==> src/rtl/memq_pkg.sv <==
package memq_pkg;

    parameter int ADDR_W = 32;
    parameter int DATA_W = 32;
    parameter int TAG_W  = 5;

    typedef enum logic {
        OP_LOAD  = 1'b0,
        OP_STORE = 1'b1
    } memq_op_e;

    typedef struct packed {
        logic               valid;
        memq_op_e           op;
        logic               data_ok;
        logic [TAG_W-1:0]   tag;
        logic [ADDR_W-1:0]  addr;
        logic [DATA_W-1:0]  data;
    } memq_entry_t;

    // A broadcast satisfies a waiting operand when the tags agree.
    function automatic logic tag_hit(
        input logic             bv,
        input logic [TAG_W-1:0] btag,
        input logic [TAG_W-1:0] wtag
    );
        return bv && (btag == wtag);
    endfunction

    // Form a new descriptor, folding in a broadcast seen in the same cycle.
    function automatic memq_entry_t build_entry(
        input logic              is_store,
        input logic [ADDR_W-1:0] addr,
        input logic              data_ok,
        input logic [DATA_W-1:0] data,
        input logic [TAG_W-1:0]  tag,
        input logic              bv,
        input logic [TAG_W-1:0]  btag,
        input logic [DATA_W-1:0] bdata
    );
        memq_entry_t e;
        e.valid   = 1'b1;
        e.op      = is_store ? OP_STORE : OP_LOAD;
        e.addr    = addr;
        e.tag     = tag;
        e.data    = data;
        e.data_ok = 1'b1;
        if (is_store && !data_ok) begin
            if (tag_hit(bv, btag, tag)) begin
                e.data = bdata;
            end else begin
                e.data_ok = 1'b0;
            end
        end
        return e;
    endfunction

    // Head may go to memory: loads always, stores once data is present.
    function automatic logic can_issue(input memq_entry_t e);
        return e.valid && ((e.op == OP_LOAD) || e.data_ok);
    endfunction

endpackage

==> src/rtl/memq_ctrl.sv <==
module memq_ctrl #(
    parameter int DEPTH = 8
) (
    input  logic                        clk,
    input  logic                        rst,
    input  logic                        push,
    input  logic                        pop,
    output logic [$clog2(DEPTH)-1:0]    head_idx,
    output logic [$clog2(DEPTH)-1:0]    tail_idx,
    output logic [$clog2(DEPTH+1)-1:0]  occ,
    output logic                        full
);
    localparam int IDX_W = $clog2(DEPTH);
    localparam int CNT_W = $clog2(DEPTH + 1);
    localparam logic [IDX_W-1:0] LAST_IDX = IDX_W'(DEPTH - 1);
    localparam logic [CNT_W-1:0] MAX_OCC  = CNT_W'(DEPTH);

    function automatic logic [IDX_W-1:0] step(input logic [IDX_W-1:0] i);
        return (i == LAST_IDX) ? '0 : i + 1'b1;
    endfunction

    always_ff @(posedge clk) begin
        if (rst) begin
            head_idx <= '0;
            tail_idx <= '0;
            occ      <= '0;
        end else begin
            if (push) tail_idx <= step(tail_idx);
            if (pop)  head_idx <= step(head_idx);
            case ({push, pop})
                2'b10:   occ <= occ + 1'b1;
                2'b01:   occ <= occ - 1'b1;
                default: occ <= occ;
            endcase
        end
    end

    assign full = (occ == MAX_OCC);

endmodule

==> src/rtl/memq_slot.sv <==
module memq_slot
    import memq_pkg::*;
(
    input  logic               clk,
    input  logic               rst,
    input  logic               wr_en,
    input  memq_entry_t        wr_entry,
    input  logic               clr,
    input  logic               bus_valid,
    input  logic [TAG_W-1:0]   bus_tag,
    input  logic [DATA_W-1:0]  bus_data,
    output memq_entry_t        q
);
    logic snoop_hit;

    assign snoop_hit = q.valid && (q.op == OP_STORE) && !q.data_ok
                       && tag_hit(bus_valid, bus_tag, q.tag);

    always_ff @(posedge clk) begin
        if (rst) begin
            q <= '0;
        end else if (wr_en) begin
            q <= wr_entry;
        end else if (clr) begin
            q.valid <= 1'b0;
        end else if (snoop_hit) begin
            q.data    <= bus_data;
            q.data_ok <= 1'b1;
        end
    end

endmodule

==> src/rtl/memq_headsel.sv <==
module memq_headsel
    import memq_pkg::*;
#(
    parameter int DEPTH = 8
) (
    input  memq_entry_t                 slots [DEPTH],
    input  logic [$clog2(DEPTH)-1:0]    head_idx,
    output memq_entry_t                 head
);
    always_comb begin
        head = '0;
        for (int i = 0; i < DEPTH; i++) begin
            if (head_idx == $clog2(DEPTH)'(i)) head = slots[i];
        end
    end

endmodule

==> src/rtl/memop_queue.sv <==
module memop_queue
    import memq_pkg::*;
#(
    parameter int DEPTH = 8
) (
    input  logic                        clk,
    input  logic                        rst,
    input  logic                        alloc_valid,
    input  logic                        alloc_is_store,
    input  logic [ADDR_W-1:0]           alloc_addr,
    input  logic                        alloc_data_ok,
    input  logic [DATA_W-1:0]           alloc_data,
    input  logic [TAG_W-1:0]            alloc_tag,
    output logic [$clog2(DEPTH)-1:0]    alloc_id,
    output logic                        full,
    input  logic                        bus_valid,
    input  logic [TAG_W-1:0]            bus_tag,
    input  logic [DATA_W-1:0]           bus_data,
    output logic                        mem_valid,
    input  logic                        mem_ready,
    output logic                        mem_is_store,
    output logic [ADDR_W-1:0]           mem_addr,
    output logic [DATA_W-1:0]           mem_wdata,
    output logic [$clog2(DEPTH)-1:0]    mem_id
);
    localparam int IDX_W = $clog2(DEPTH);
    localparam int CNT_W = $clog2(DEPTH + 1);

    logic               push;
    logic               pop;
    logic [IDX_W-1:0]   head_idx;
    logic [IDX_W-1:0]   tail_idx;
    logic [CNT_W-1:0]   occ;
    memq_entry_t        new_entry;
    memq_entry_t        slots [DEPTH];
    memq_entry_t        head;

    assign push = alloc_valid && !full;
    assign pop  = mem_valid && mem_ready;

    memq_ctrl #(.DEPTH(DEPTH)) u_ctrl (
        .clk      (clk),
        .rst      (rst),
        .push     (push),
        .pop      (pop),
        .head_idx (head_idx),
        .tail_idx (tail_idx),
        .occ      (occ),
        .full     (full)
    );

    assign new_entry = build_entry(alloc_is_store, alloc_addr, alloc_data_ok,
                                   alloc_data, alloc_tag,
                                   bus_valid, bus_tag, bus_data);

    for (genvar g = 0; g < DEPTH; g++) begin : g_slot
        memq_slot u_slot (
            .clk       (clk),
            .rst       (rst),
            .wr_en     (push && (tail_idx == IDX_W'(g))),
            .wr_entry  (new_entry),
            .clr       (pop && (head_idx == IDX_W'(g))),
            .bus_valid (bus_valid),
            .bus_tag   (bus_tag),
            .bus_data  (bus_data),
            .q         (slots[g])
        );
    end

    memq_headsel #(.DEPTH(DEPTH)) u_sel (
        .slots    (slots),
        .head_idx (head_idx),
        .head     (head)
    );

    assign alloc_id     = tail_idx;
    assign mem_valid    = can_issue(head);
    assign mem_is_store = (head.op == OP_STORE);
    assign mem_addr     = head.addr;
    assign mem_wdata    = head.data;
    assign mem_id       = head_idx;

endmodule

==> config.mk <==
export PLATFORM = sky130hd
export DESIGN_NAME = memop_queue
export DESIGN_NICKNAME = d
export VERILOG_FILES = /design/src/rtl/memq_pkg.sv /design/src/rtl/memq_ctrl.sv /design/src/rtl/memq_slot.sv /design/src/rtl/memq_headsel.sv /design/src/rtl/memop_queue.sv
export SDC_FILE = /design/constraint.sdc
export NUM_CORES = 1
export LEC_CHECK = 0
export ABC_AREA = 0
export BUFFER_PORTS_ARGS = -buffer_cell sky130_fd_sc_hd__buf_4
export CAP_MARGIN = 15
export CORE_MARGIN = 3
export CORE_UTILIZATION = 58
export CTS_BUF_LIST = sky130_fd_sc_hd__clkbuf_8
export DETAILED_ROUTE_END_ITERATION = 10
export PLACE_DENSITY = 0.77
export SLEW_MARGIN = 40
export SYNTH_ARGS = -nofsm -noshare
export SYNTH_HDL_FRONTEND = slang
export SYNTH_HIERARCHICAL = 1
export SYNTH_SLANG_ARGS = --single-unit
export TNS_END_PERCENT = 20
==> constraint.sdc <==
create_clock -name clk -period 3.98 [get_ports clk]
set_input_delay 0.398 -clock clk [delete_from_list [all_inputs] [get_ports clk]]
set_output_delay 0.398 -clock clk [all_outputs]
set_load 0.01 [all_outputs]
# Word level (Yosys, flattened, before mapping)
# Cells that the tools add are included.
[totals]
word_cells = 261
out_inout_bits = 73
inputBits = 113
regBits = 586
[classes]
add_sub_neg = 4
n_bitwise = 1
reduce_logical = 91
n_eq_ne = 34
muxes = 80
[ops]
columns = ["op", "count"]
rows = [
  ["two-way mux 32 bit", 26],
  ["two-way mux 72 bit", 8],
  ["logical AND 1 bit", 53],
  ["equality test 5 bit", 9],
  ["two-way mux 1 bit", 43],
  ["nonzero test 2 bit", 17],
  ["equality test 3 bit, second input constant", 8],
  ["inequality test 2 x 1 -> 1 bit, second input constant", 8],
  ["AND reduction 2 bit", 8],
  ["equality test 3 x 2 -> 1 bit, second input constant", 4],
  ["zero test 1 bit", 10],
  ["case mux 4 bit (2 select lines)", 1],
  ["adder 3 x 1 -> 3 bit, second input constant", 2],
  ["equality test 3 x 1 -> 1 bit, second input constant", 2],
  ["zero test 3 bit", 2],
  ["two-way mux 3 bit", 2],
  ["adder 4 x 1 -> 4 bit, second input constant", 1],
  ["equality test 4 bit, second input constant", 1],
  ["subtractor 4 x 1 -> 4 bit, second input constant", 1],
  ["equality test 2 x 1 -> 1 bit, second input constant", 1],
  ["equality test 2 bit, second input constant", 1],
  ["logical OR 1 bit", 1],
  ["NOT 1 bit", 1],
]

# Longest topological paths before layout
[logic_depth]
word_depth = 16
mapped_depth = 16
depth_no_buf = 13

# Cells and area by module
# Netlist, hierarchy kept.
[by_module_without_submodules]
columns = ["module", "seq_area_each_um2", "n_inst", "cells_each", "area_per_inst_um2"]
rows = [
  ["memq_slot", 1441.4, 8, 314, 3318.2],
  ["memq_headsel", 0.0, 1, 845, 5788.1],
  ["memop_queue", 0.0, 1, 76, 737.0],
  ["memq_ctrl", 200.2, 1, 57, 525.5],
]

# Worst setup path after synthesis
# No wires, ideal clock.
[synth_timing]
kind = "reg2reg"
start = "register u_ctrl.head_idx[1]"
end = "register g_slot[4].u_slot/q[10] (netlist bit)"
required_ns = 3.859
arrival_time_ns = 3.182
setup_ns = 0.121
path_buffers = 4
setup_slack_ns = 0.676
path_stages_with_launch = 17
synth_period_minus_slack_ns = 3.304
path_cell_list = "dfxtp_1 > buf_6 > buf_6 > buf_6 > mux2i_1 > or2_0 > a21oi_1 > o31a_1 > nand2b_1 > and3_1 > nand2_1 > nor3_1 > nand2b_1 > nor4_2 > a21oi_2 > buf_6 > mux2_4"
[synth_between]
elab_chain_cells = 16
word_cells_on_any_way = 23
cone_classes = "8 x eq/ne; 8 x mux; 1 x bitwise; 6 x reduce/logical"
[synth_lines]
columns = ["item", "line_no", "text"]
rows = [
  ["from (decl)", "memq_ctrl.sv:8", "output logic [$clog2(DEPTH)-1:0] head_idx,"],
  ["from (signal assigned)", "memq_ctrl.sv:29", "if (pop) head_idx <= step(head_idx);"],
  ["zero test 3 bit", "memq_headsel.sv:13", "if (head_idx == $clog2(DEPTH)'(i)) head = slots[i];"],
  ["two-way mux 72 bit (7 in series)", "memq_headsel.sv:13", ""],
  ["two-way mux 72 bit *", "memq_headsel.sv:13", ""],
  ["named net mem_is_store", "memop_queue.sv:21", "output logic mem_is_store,"],
  ["NOT 1 bit *", "memq_pkg.sv:60", "return e.valid && ((e.op == OP_LOAD) || e.data_ok);"],
  ["logical OR 1 bit *", "memq_pkg.sv:60", ""],
  ["logical AND 1 bit *", "memq_pkg.sv:60", ""],
  ["logical AND 1 bit *", "memop_queue.sv:39", "assign pop = mem_valid && mem_ready;"],
  ["named net pop", "memop_queue.sv:30", "logic pop;"],
  ["logical AND 1 bit *", "memop_queue.sv:62", ".clr (pop && (head_idx == IDX_W'(g))),"],
  ["inequality test 2 x 1 -> 1 bit (no line) *", "n/a", ""],
  ["AND reduction 2 bit (no line) *", "n/a", ""],
  ["to (signal assigned)", "memq_slot.sv:23", "q <= wr_entry;"],
  ["to (decl)", "memq_slot.sv:12", "output memq_entry_t q"],
]
# The timed path passes the listed nets; every way through them passes the cells marked *.
# A chain may end at the register's enable or synchronous reset.

# Final worst setup path
[layout_timing]
start = "register u_ctrl.head_idx[0]"
end = "output port mem_wdata[1]"
[layout_between]
elab_chain_cells = 9
word_cells_on_any_way = 16
cone_classes = "7 x eq/ne; 8 x mux; 1 x reduce/logical"
[layout_lines]
columns = ["item", "line_no", "text"]
rows = [
  ["zero test 3 bit", "memq_headsel.sv:13", ""],
  ["two-way mux 72 bit (7 in series)", "memq_headsel.sv:13", ""],
  ["two-way mux 72 bit *", "memq_headsel.sv:13", ""],
  ["to (decl)", "memop_queue.sv:23", "output logic [DATA_W-1:0] mem_wdata,"],
]
# Mark *: on every way between the ends. The rest lies on a longest branch, timed or not.

==> metrics.md <==
| Metric | Value |
|---|---|
| Initial core utilization | `0.5882` |
| Sw Pwr | `0.003676 W` |
| Startpoint types | `flop` |
| RSZ-0062 raised after global routing | `no` |
| Met2 WL | `43870 µm` |
| Sw Share | `0.2756` |
| Largest fanout on the critical path | `77` |
| WL met3 | `4521 µm` |
| Ys Warns | `6` |
| Arrival @ worst endpoint | `3300 ps` |
| Fin Clk Skew | `37.01 ps` |
| Die X | `245.4 µm` |
| Syn-to-layout area delta | `11.88%` |
| # fillers | `4431` |
| Grt total ovfl | `0` |
| Fin. max-slew vios | `0` |
| Largest net degree at the start of global routing | `155` |
| Vias per inst | `5.864` |
| TNS Setup | `0 ps` |
| Per-cell routed wire length | `20.44 µm` |
| WL met1 | `37760 µm` |
| Crit path kind | `reg2out` |
| FF/Latch Area | `0.01174 mm²` |
| Max-cap violations | `0` |
| Die height | `245.4 µm` |
| CTS tree | `done` |
| Avg Cell Area, Syn | `9.663 µm²` |
| Worst Hold Class | `in2reg` |
| Worst EP required | `3580 ps` |
| Overall routing resource usage | `0.2889` |
| Peak supply drop | `422.9 µV` |
| CP Capture Type | `output pin` |
| 1st-pass router iterations | `5` |
| Fraction of layout cells with a size suffix above 1 | `0.2087` |
| Clock Latency Late Sink | `710 ps` |
| Cts bufs inserted | `98` |
| Logic pwr share | `0.151` |
| Pint | `0.009661 W` |
| Top Layer Used | `met5` |
| Synth Instances | `3439` |
| First-pass GRT wire length | `141900 µm` |
| Fin crit period | `3699 ps` |
| Clock sinks | `586` |
| Sequential share of power | `0.457` |
| Setup bufs post-CTS | `0` |
| FP Rows | `87` |
| Final Hold Viols | `0` |
| Htree depth | `3` |
| RePlAce Congestion | `0.8724` |
| Drt total wl | `89340 µm` |
| Largest buffer count on any clock path | `3` |
| Drt drc | `0` |
| Tightest Pin Transition | `913.8 ps` |
| Initial antenna violation count | `2` |
| Final period util | `0.9294` |
| FMAX | `0.2703 GHz` |
| CTS root buffer | `clkbuf_8` |
| Final Util | `0.6581` |
| Cell Area, Synth | `0.03323 mm²` |
| Number of global-route vias before repair | `26330` |
| DR vias | `25630` |
| Status | `finished clean` |
| Clk network pwr share | `0.392` |
| Core area | `0.05650 mm²` |
| Final hold slack | `158.9 ps` |
| Clock transition at the registers of the reported paths | `60 ps` |
| Post-DP HPWL | `52120 µm` |
| DIE AREA | `0.06020 mm²` |
| Multi-input logic area | `0.01998 mm²` |
| Final #Nets | `3665` |
| # port buffers | `185` |
| Power Density | `358.7 mW/mm²` |
| Post-route ant nets | `0` |
| Leakage power | `14.22 nW` |
| Final Setup Violations | `0` |
| DRT iter0 DRCs | `1728` |
| # IOs | `186` |
| Max-slew headroom | `0.3908` |
## placed cells by master (no fill, tap or decap), types with 7 or more instances in the layout
cell             n
nor2b_1        259
mux2_4         263
nand2_1        150
o211ai_1        30
or2_1           14
dlygate4sd3_1   38
a221oi_1        16
o21ai_0         25
nor4_2          17
buf_12          21
buf_4          217
mux2_2          26
mux2i_1        698
clkbuf_8       122
inv_1           51
o21ai_1         22
a21oi_1        117
a22oi_1         52
clkinv_2         7
a21oi_4          8
xor2_1          47
o31a_1          52
ha_1             7
conb_1           8
nor2_1         623
dfxtp_1        583
or2_0           38
nand2b_1        16
a221oi_2        44
## area by class of cell
| class | count | share of cell area |
|---|---|---|
| multi-input cells | 2558 | 0.5374 |
| flip-flops and latches | 586 | 0.3158 |
| repair buffers | 283 | 0.06811 |
| clock buffers | 122 | 0.04516 |
| well taps | 756 | 0.02544 |
| clock inverters | 46 | 0.006159 |
| inverters | 18 | 0.001817 |
| diodes | 1 | 0.00006731 |
## per-layer routing
metal  vias up  track usage
met5         -            0
met4         2       0.1179
met3       196      0.04711
met2       742       0.5041
met1     12650       0.3548
li1      12040            -
## worst paths after layout
path,start,to,slack [ps],depth (start not counted)
max,u_ctrl/head_idx[0],mem_wdata[1],280,7
min,bus_data[22],g_slot[7].u_slot/q[22],160,4
max reg2reg,u_ctrl/head_idx[1],g_slot[0].u_slot/q[1],390,13
min reg2reg,g_slot[6].u_slot/q[48],g_slot[6].u_slot/q[48],490,2
## power by group through the flow
stage	clock network [W]	logic (W)	registers [W]
6_report	0.00522	0.00202	0.00610
5_1_grt	0.00560	0.00216	0.00611
4_1_cts	0.00532	0.00200	0.00609
3_5_place_dp	0	0.00196	0.00622
3_3_place_gp	0	0.00191	0.00621
2_1_floorplan	0	0.00127	0.00619
## through the flow
step	std cells	power, W	instance area (µm²)	worst slack, ps
2_1_floorplan	3446	0.007463	33260	680.3
3_5_place_dp	4163	0.008179	34880	455.8
3_3_place_gp	4161	0.008115	34830	434.5
4_1_cts	4369	0.01341	37170	75.35
6_report	4370	0.01334	37180	281.0
5_1_grt	4369	0.01387	37180	116.4
## flip-flops by register name, indices dropped and copies added (netlist names)
register	flops
g_slot.u_slot/q	576
u_ctrl/occ	4
u_ctrl/tail_idx	3
u_ctrl/head_idx	3
## worst max-delay path, cell delays in order, from the launching register on
cell,delay (ps)
dfxtp_4,510
buf_6,530
buf_6,680
mux2i_1,260
o21ai_1,80
o211ai_1,210
o21ai_1,130
buf_4,160
## what timing repair did
action | in CTS | in global routing
setup endpoints to repair | 0 | 6
endpoints found under the hold margin | 251 | 0
gates resized for setup | 0 | 1
hold buffers | 38 | 0
(Power assumes the default switching activity.)
